--- src/rtl/cmdu_pkg.sv ---
package cmdu_pkg;
  localparam int CW_W   = 11;
  localparam int IDX_W  = 6;
  localparam int B_WANT = 6;
  localparam int B_LONG = 7;
  localparam int B_GO   = 10;

  typedef enum logic [1:0] {
    ST_IDLE  = 2'd0,
    ST_ISSUE = 2'd1,
    ST_WAIT  = 2'd2
  } cmdu_state_e;

  typedef struct packed {
    logic timeout;
    logic resp_end;
    logic cmd_sent;
  } cmdu_result_t;
endpackage

--- src/rtl/cmdu_fsm.sv ---
module cmdu_fsm
  import cmdu_pkg::*;
(
  input  logic clk,
  input  logic rst_n,
  input  logic cmd_valid,
  input  logic cmd_go,
  input  logic req_ready,
  input  logic rsp_valid,
  output logic cmd_ready,
  output logic req_valid,
  output logic rsp_ready,
  output logic busy
);
  cmdu_state_e state_q, state_d;

  always_comb begin
    state_d = state_q;
    unique case (state_q)
      ST_IDLE:  if (cmd_valid && cmd_go) state_d = ST_ISSUE;
      ST_ISSUE: if (req_ready)           state_d = ST_WAIT;
      ST_WAIT:  if (rsp_valid)           state_d = ST_IDLE;
      default:                           state_d = ST_IDLE;
    endcase
  end

  always_ff @(posedge clk) begin
    if (!rst_n) state_q <= ST_IDLE;
    else        state_q <= state_d;
  end

  assign cmd_ready = (state_q == ST_IDLE);
  assign req_valid = (state_q == ST_ISSUE);
  assign rsp_ready = (state_q == ST_WAIT);
  assign busy      = (state_q != ST_IDLE);
endmodule

--- src/rtl/cmdu_resp_eval.sv ---
module cmdu_resp_eval
  import cmdu_pkg::*;
#(
  parameter int WORD_W  = 32,
  parameter int N_WORDS = 4,
  parameter int LEN_W   = 5
) (
  input  logic                      want,
  input  logic                      long_rsp,
  input  logic [LEN_W-1:0]          len,
  input  logic [N_WORDS*WORD_W-1:0] data,
  output cmdu_result_t              result,
  output logic [N_WORDS*WORD_W-1:0] words
);
  localparam int BPW       = WORD_W / 8;
  localparam int NBYTES    = N_WORDS * BPW;
  localparam int SHORT_LEN = BPW;
  localparam int LONG_LEN  = NBYTES;

  logic [N_WORDS*WORD_W-1:0] packed_be;
  logic                      bad_len;

  for (genvar gw = 0; gw < N_WORDS; gw++) begin : g_word
    for (genvar gb = 0; gb < BPW; gb++) begin : g_byte
      assign packed_be[gw*WORD_W + WORD_W - 1 - 8*gb -: 8] = data[(gw*BPW + gb)*8 +: 8];
    end
    if (gw == 0) begin : g_first
      assign words[WORD_W-1:0] = packed_be[WORD_W-1:0];
    end else if (gw == N_WORDS - 1) begin : g_last
      assign words[gw*WORD_W +: WORD_W] =
        long_rsp ? (packed_be[gw*WORD_W +: WORD_W] & ~WORD_W'(1)) : '0;
    end else begin : g_mid
      assign words[gw*WORD_W +: WORD_W] =
        long_rsp ? packed_be[gw*WORD_W +: WORD_W] : '0;
    end
  end

  assign bad_len = (len == '0)
                || (len == LEN_W'(SHORT_LEN) && long_rsp)
                || (len != LEN_W'(SHORT_LEN) && len != LEN_W'(LONG_LEN));

  always_comb begin
    result = '0;
    if (!want)        result.cmd_sent = 1'b1;
    else if (bad_len) result.timeout  = 1'b1;
    else              result.resp_end = 1'b1;
  end
endmodule

--- src/rtl/cmdu_resp_bank.sv ---
module cmdu_resp_bank #(
  parameter int WORD_W  = 32,
  parameter int N_WORDS = 4
) (
  input  logic                      clk,
  input  logic                      rst_n,
  input  logic                      load,
  input  logic [N_WORDS*WORD_W-1:0] load_words,
  output logic [N_WORDS*WORD_W-1:0] words_q
);
  for (genvar gw = 0; gw < N_WORDS; gw++) begin : g_reg
    always_ff @(posedge clk) begin
      if (!rst_n)    words_q[gw*WORD_W +: WORD_W] <= '0;
      else if (load) words_q[gw*WORD_W +: WORD_W] <= load_words[gw*WORD_W +: WORD_W];
    end
  end
endmodule

--- src/rtl/card_cmd_issuer.sv ---
module card_cmd_issuer
  import cmdu_pkg::*;
#(
  parameter int WORD_W  = 32,
  parameter int N_WORDS = 4,
  parameter int LEN_W   = 5,
  parameter int ARG_W   = 32
) (
  input  logic                      clk,
  input  logic                      rst_n,
  input  logic                      cmd_valid,
  output logic                      cmd_ready,
  input  logic [CW_W-1:0]           cmd_word,
  input  logic [ARG_W-1:0]          cmd_arg,
  output logic                      req_valid,
  input  logic                      req_ready,
  output logic [IDX_W-1:0]          req_index,
  output logic [ARG_W-1:0]          req_arg,
  input  logic                      rsp_valid,
  output logic                      rsp_ready,
  input  logic [LEN_W-1:0]          rsp_len,
  input  logic [N_WORDS*WORD_W-1:0] rsp_data,
  output logic [CW_W-1:0]           cmd_q,
  output logic [N_WORDS*WORD_W-1:0] resp_words,
  output logic                      sts_cmd_sent,
  output logic                      sts_resp_end,
  output logic                      sts_timeout,
  output logic                      cmd_active
);
  logic                      cmd_fire, rsp_fire;
  logic [ARG_W-1:0]          arg_q;
  cmdu_result_t              res_d, res_q;
  logic [N_WORDS*WORD_W-1:0] words_d;

  cmdu_fsm u_fsm (
    .clk       (clk),
    .rst_n     (rst_n),
    .cmd_valid (cmd_valid),
    .cmd_go    (cmd_word[B_GO]),
    .req_ready (req_ready),
    .rsp_valid (rsp_valid),
    .cmd_ready (cmd_ready),
    .req_valid (req_valid),
    .rsp_ready (rsp_ready),
    .busy      (cmd_active)
  );

  assign cmd_fire = cmd_valid && cmd_ready;
  assign rsp_fire = rsp_valid && rsp_ready;

  cmdu_resp_eval #(.WORD_W(WORD_W), .N_WORDS(N_WORDS), .LEN_W(LEN_W)) u_eval (
    .want     (cmd_q[B_WANT]),
    .long_rsp (cmd_q[B_LONG]),
    .len      (rsp_len),
    .data     (rsp_data),
    .result   (res_d),
    .words    (words_d)
  );

  cmdu_resp_bank #(.WORD_W(WORD_W), .N_WORDS(N_WORDS)) u_bank (
    .clk        (clk),
    .rst_n      (rst_n),
    .load       (rsp_fire && res_d.resp_end),
    .load_words (words_d),
    .words_q    (resp_words)
  );

  always_ff @(posedge clk) begin
    if (!rst_n) begin
      cmd_q <= '0;
      arg_q <= '0;
      res_q <= '0;
    end else begin
      if (cmd_fire) begin
        cmd_q <= cmd_word;
        arg_q <= cmd_arg;
        if (cmd_word[B_GO]) res_q <= '0;
      end
      if (rsp_fire) begin
        cmd_q[B_GO] <= 1'b0;
        res_q       <= res_d;
      end
    end
  end

  assign req_index    = cmd_q[IDX_W-1:0];
  assign req_arg      = arg_q;
  assign sts_cmd_sent = res_q.cmd_sent;
  assign sts_resp_end = res_q.resp_end;
  assign sts_timeout  = res_q.timeout;
endmodule

--- config.mk ---
export PLATFORM = sky130hd
export DESIGN_NAME = card_cmd_issuer
export DESIGN_NICKNAME = d
export VERILOG_FILES = /design/src/rtl/cmdu_pkg.sv /design/src/rtl/cmdu_fsm.sv /design/src/rtl/cmdu_resp_eval.sv /design/src/rtl/cmdu_resp_bank.sv /design/src/rtl/card_cmd_issuer.sv
export SDC_FILE = /design/constraint.sdc
export NUM_CORES = 1
export LEC_CHECK = 0
export ABC_AREA = 1
export BUFFER_PORTS_ARGS = -buffer_cell sky130_fd_sc_hd__buf_4
export CAP_MARGIN = 20
export CORE_ASPECT_RATIO = 0.75
export CORE_MARGIN = 2
export CORE_UTILIZATION = 42
export CTS_BUF_LIST = sky130_fd_sc_hd__clkbuf_4 sky130_fd_sc_hd__clkbuf_8
export CTS_CLUSTER_SIZE = 20
export DETAILED_ROUTE_END_ITERATION = 16
export GPL_ROUTABILITY_DRIVEN = 0
export GPL_TIMING_DRIVEN = 0
export HOLD_SLACK_MARGIN = 0.06
export PLACE_DENSITY = 0.72
export SKIP_LAST_GASP = 1
export SYNTH_ARGS = -nofsm -noshare
export SYNTH_HDL_FRONTEND = slang
export SYNTH_SLANG_ARGS = --single-unit
export TNS_END_PERCENT = 100
--- constraint.sdc ---
create_clock -name clk -period 1.7 [get_ports clk]
set_input_delay 0.17 -clock clk [delete_from_list [all_inputs] [get_ports clk]]
set_output_delay 0.17 -clock clk [all_outputs]
set_load 0.1 [all_outputs]
**Word-level counts from Yosys, hierarchy flattened**

Index checks and enable logic that the tools add are counted.

- Bits in registers: 176
- Input bits: 181
- Output and inout bits: 184
- Logic and storage cells: 50

- Equality and inequality tests: 8
- Muxes and demuxes: 14
- Bitwise operators: 1
- Reductions and logical operators: 16

Operator list:

| cell | number |
|---|---|
| $mux 32 | 3 |
| $mux 3 | 3 |
| $mux 2 | 4 |
| $logic_and 1x1->1 | 6 |
| $pmux 2 s3 | 1 |
| $reduce_bool 2->1 | 3 |
| $eq 5x3->1 const B | 1 |
| $logic_not 5->1 | 1 |
| $ne 5x3->1 const B | 1 |
| $ne 5x5->1 const B | 1 |
| $ne 2x1->1 const B | 2 |
| $mux 1 | 3 |
| $reduce_and 3->1 | 1 |
| $eq 2x1->1 const B | 1 |
| $eq 2x2->1 const B | 1 |
| $logic_not 2->1 | 1 |
| $logic_or 1x1->1 | 2 |
| $ne 2x2->1 const B | 1 |
| $reduce_and 2->1 | 1 |
| $reduce_or 2->1 | 1 |
| $not 1->1 | 1 |

**Depth between registers and ports, before layout**

- Depth in word-level cells: 7
- Depth in mapped cells: 10
- Depth with buffers taken out: 8

**By module**

From an unflattened synthesis, not the netlist that was laid out.

- Cell total of the unflattened synthesis: 1285
- Area total of the unflattened synthesis: 8076.5 µm²

By module, submodules not included:

| module | instances | cells an instance | area each (µm²) | sequential area each (µm²) |
|---|---|---|---|---|
| cmdu_resp_bank | 1 | 810 | 5185.0 | 2562.5 |
| card_cmd_issuer | 1 | 209 | 1667.8 | 920.9 |
| cmdu_resp_eval | 1 | 247 | 1107.3 | 0.0 |
| cmdu_fsm | 1 | 19 | 116.4 | 40.0 |

**Least setup slack after synthesis**

Ideal clock, no wire load.

- Kind: reg2reg
- Start point: register u_fsm.state_q[0]
- End point: register u_fsm.state_q[0]
- Library setup time: 72 ps
- Arrival time: 1955 ps
- Data required time: 1628 ps
- Slack: -326 ps
- Cell stages (with the launch flop): 5
- Buffers on the path: 0
- Period minus slack after synthesis: 2026 ps
- Path through: dfxtp_1 -> inv_2 -> nor2_1 -> nand2_1 -> a21oi_1

- Cells in the longest elaborated chain, start to end: 3
- Elaborated cells on any way between the ends: 8
- Classes of those cells: eq/ne (5); mux (1); reduce/logical (2)

RTL lines:

| item | line | source |
|---|---|---|
| from (decl) | cmdu_fsm.sv:15 | `cmdu_state_e state_q, state_d;` |
| from (signal assigned) | cmdu_fsm.sv:29 | `else state_q <= state_d;` |
| $eq 2x1->1 * | - |  |
| named net req_valid | card_cmd_issuer.sv:15 | `output logic req_valid,` |
| $ne 2x1->1 (no source line) | - |  |
| $reduce_and 3->1 (no source line) | - |  |

The timed path passes the listed nets; every way through them passes the cells marked *.
A chain may end at the register's enable or synchronous reset.

**Worst setup path after layout**

- Start point: register cmd_q[7]
- End point: register u_bank.words_q[72]

- Cells in the longest elaborated chain, start to end: 6
- Elaborated cells on any way between the ends: 7
- Classes of those cells: mux (3); reduce/logical (4)

RTL lines:

| item | line | source |
|---|---|---|
| from (decl) | card_cmd_issuer.sv:23 | `output logic [CW_W-1:0] cmd_q,` |
| from (signal assigned) | card_cmd_issuer.sv:75 | `cmd_q <= cmd_word;` |
| $logic_and 1x1->1 | cmdu_resp_eval.sv:39 | `\|\| (len == LEN_W'(SHORT_LEN) && long_rsp)` |
| $logic_or 1x1->1 | cmdu_resp_eval.sv:39 |  |
| $logic_or 1x1->1 | cmdu_resp_eval.sv:40 | `\|\| (len != LEN_W'(SHORT_LEN) && len != LEN_W'(LONG_LEN));` |
| $mux 1 | cmdu_resp_eval.sv:45 | `else if (bad_len) result.timeout = 1'b1;` |
| $mux 2 | cmdu_resp_eval.sv:44 | `if (!want) result.cmd_sent = 1'b1;` |
| $logic_and 1x1->1 | card_cmd_issuer.sv:63 | `.load (rsp_fire && res_d.resp_end),` |
| to (signal, indexed assignment) | cmdu_resp_bank.sv:14 | `else if (load) words_q[gw*WORD_W +: WORD_W] <= load_words[gw*WORD_W +: WORD_W];` |
| to (decl) | cmdu_resp_bank.sv:9 | `output logic [N_WORDS*WORD_W-1:0] words_q` |

Parallel ways exist; a longest one is shown, timed or not.

==> impl_metrics.ini <==
[setup_path]
crit_fanout = 10
end_kind = flop
crit_top_cell = nor2_4
cp.arrival_ns = 1.96
crit_buf_inv = 3
critPathSlowestCell = dfxtp_1
crit_path_max_incr_delay_ns = 0.35
worstSetupStartpointType = flop
regToRegStartpoint = cmd_q[7]
reg2reg_to = u_bank.words_q[72]
worst-r2r-cell-count = 9
crit_chain = buf_6 -> nor2_4 -> nor2_4 -> nor2_4 -> buf_4 -> buf_4 -> nand3_1 -> nand2_1 -> nor2_1
regToRegSetupSlack_ns = 0.11
critPathKind = flop to flop
cp.required_ns = 2.07
crit_family = simple AND/OR/NAND/NOR gates

[power]
ir_drop_v = 0.000710
power_leakage_nw = 6.94
p_per_area_nw_per_um2 = 707

[timing]
maxSlewViolCount = 0
setup_viol = 0
finalCriticalPeriod_ns = 1.59
skew_ns = 0.0223
hold_viol_final = 0
slew_headroom = 0.640
finalCritPeriodShare = 0.937
fmax_ghz = 0.628
tightestPinTransition_ns = 0.540
rsz0062_at_grt = no
setup_tns_ns = 0

[hold_path]
min_to = u_bank.words_q[32]
worstHoldPathCells = 5
hold_path_startpoint = rsp_data[56]
hold_path_class = input pin to flop

[grt]
use_met3 = 0.0726
grt_first_pass_wirelength_mm = 46.0
grt-busiest-layer = met2
grt_pass1_vias = 9227
grtUsageMet2 = 0.478
track_usage = 0.274
grt_max_degree = 17
grt-ovfl-total = 0
antenna_found_initial = 0
grt_util_met1 = 0.320

[status]
status = completed

[floorplanning]
rows = 44
initial_utilization = 0.428
die_y_um = 126
dieArea_um2 = 20900
die_x_um = 166
coreArea_um2 = 19400
ioPinCount = 365

[synthesis]
synth.distinct_cells = 18
synthTopCellsByArea = dfxtp_1 (42%), nand2_1 (16%), inv_1 (9.8%)
yosys.area.top_type = dfxtp_1
yosysWarnings = 0
yosysSeqAreaShare = 0.422
syn_nets = 1505
synth_area_per_cell_um2 = 6.27
synth_top_area_frac = 0.422
ys_ff_latch = 175
syn_inst = 1324
synth.cell_area_um2 = 8300

[place]
port_buffers = 361
hpwl_mm = 20.0

[finish]
nets = 2052
n_fill_cell = 1583
diodes = 0
drive_gt1_frac = 0.292
syn2layout_area_growth_pct = 62.1
post-route-util = 0.694
final_common_cell = buf_4
mostFrequentLayoutCells = buf_4 (386), nand2_1 (359), inv_1 (216), nor2_1 (212), dfxtp_1 (175)

[clock_network]
clk_latency_ns = 0.46
cts_sinks = 175
cts-root-buf = clkbuf_8
cts_tree = done
cts_inserted_buffers = 17
clk_pin_slew_worst_paths_ns = 0.10
ctsLongestPathBuffers = 2
cts_max_level = 4

[flow_run]
drv_cap = 0

[routing]
drtIter0Drc = 556
wirelength_mm = 29.2
firstDrtPassIters = 8
via_per_inst = 4.48
drc_errors = 0
final_antenna_net_count = 0
wire_per_inst_um = 13.7
vias = 9574
[flip-flops by register name, summed over array words and instances (netlist names)]
| register | cells |
|---|---|
| sts_cmd_sent | 1 |
| cmd_q | 11 |
| u_fsm.state_q | 2 |
| req_arg | 32 |
| u_bank.words_q | 127 |
| sts_resp_end | 1 |
| sts_timeout | 1 |
[worst max path at each step]
stage / from / end / cells past startpoint / slack, ns
CTS: cmd_q[7] / u_bank.words_q[52] / 10 / 0.002
finish: cmd_q[7] / u_bank.words_q[72] / 9 / 0.11
global placement: cmd_q[7] / u_bank.words_q[66] / 9 / -0.14
detailed placement: cmd_q[7] / u_bank.words_q[72] / 9 / -0.19
global route: u_fsm.state_q[1] / u_bank.words_q[79] / 7 / 0.007
floorplan: u_fsm.state_q[1] / u_fsm.state_q[1] / 4 / -0.32
[per-stage QoR]
step / area [µm²] / power [mW] / hold WS [ns] / setup slack, ns / std cells
global placement: 11300 / 6.18 / 0.390 / -0.144 / 1938
finish: 13500 / 9.51 / 0.0906 / 0.107 / 2137
global route: 13500 / 9.87 / 0.0923 / 0.00721 / 2137
detailed placement: 11300 / 6.19 / 0.398 / -0.187 / 1938
CTS: 13400 / 9.54 / 0.0653 / 0.00249 / 2137
floorplan: 8300 / 5.55 / 0.305 / -0.323 / 1324
[cells in the mapped netlist]
cell / n
buf_2: 21
inv_1: 216
nor2_4: 3
nand3_2: 3
nand2_1: 359
nand3_1: 129
buf_6: 13
buf_4: 24
a21oi_1: 7
conb_1: 1
o21ai_0: 44
clkbuf_1: 14
dfxtp_1: 175
nor2_1: 213
buf_1: 16
clkinv_1: 1
nor2_2: 2
inv_2: 83
[area by class of cell]
type                            instances  area, µm²  share of cell area
Inverter                              300       1130              0.0840
Clock buffer                           19        255              0.0190
Sequential cell                       175       3500               0.260
Multi-Input combinational cell        761       3140               0.233
Tap cell                              253        317              0.0235
Clock inverter                         13        153              0.0113
Buffer                                 88        569              0.0423
Timing Repair Buffer                  528       4390               0.326
[worst register-to-register path: cells and delay by family, from the launching register on]
kind,cells,cell delay [ns]
flops,1,0.35
simple gates,6,0.59
buf+inv,3,0.56
[layer usage]
| metal | part of all wire | up-vias |
|---|---|---|
| li1 | - | 4898 |
| met1 | 0.41 | 4237 |
| met2 | 0.48 | 356 |
| met3 | 0.073 | 83 |
| met4 | 0.038 | 0 |
| met5 | 0 | - |
[cells by family after synthesis]
family                 Yosys count  share of synthesized area
AND/OR/NAND/NOR                709                      0.346
other                            1                   0.000452
flip-flops                     175                      0.422
AO/OA/AOI/OAI                   51                     0.0307
buffers and inverters          388                      0.201
[timing repair]
item                                   in CTS  in global routing
setup endpoints to repair                 117                167
resized for setup                           4                 12
pin swaps                                   1                  0
hold buffers                              165                  0
setup buffers                               2                  0
endpoints found under the hold margin     166                  0
cloned                                      0                  0
[power breakdown]
group          switching [mW]  total (mW)  internal, mW  leakage, nW
registers              0.0549        4.24          4.19         1.42
clock network            1.65        3.05          1.40        0.208
logic                    1.39        2.22         0.822         5.32
Power figures use the tool's default switching activity.
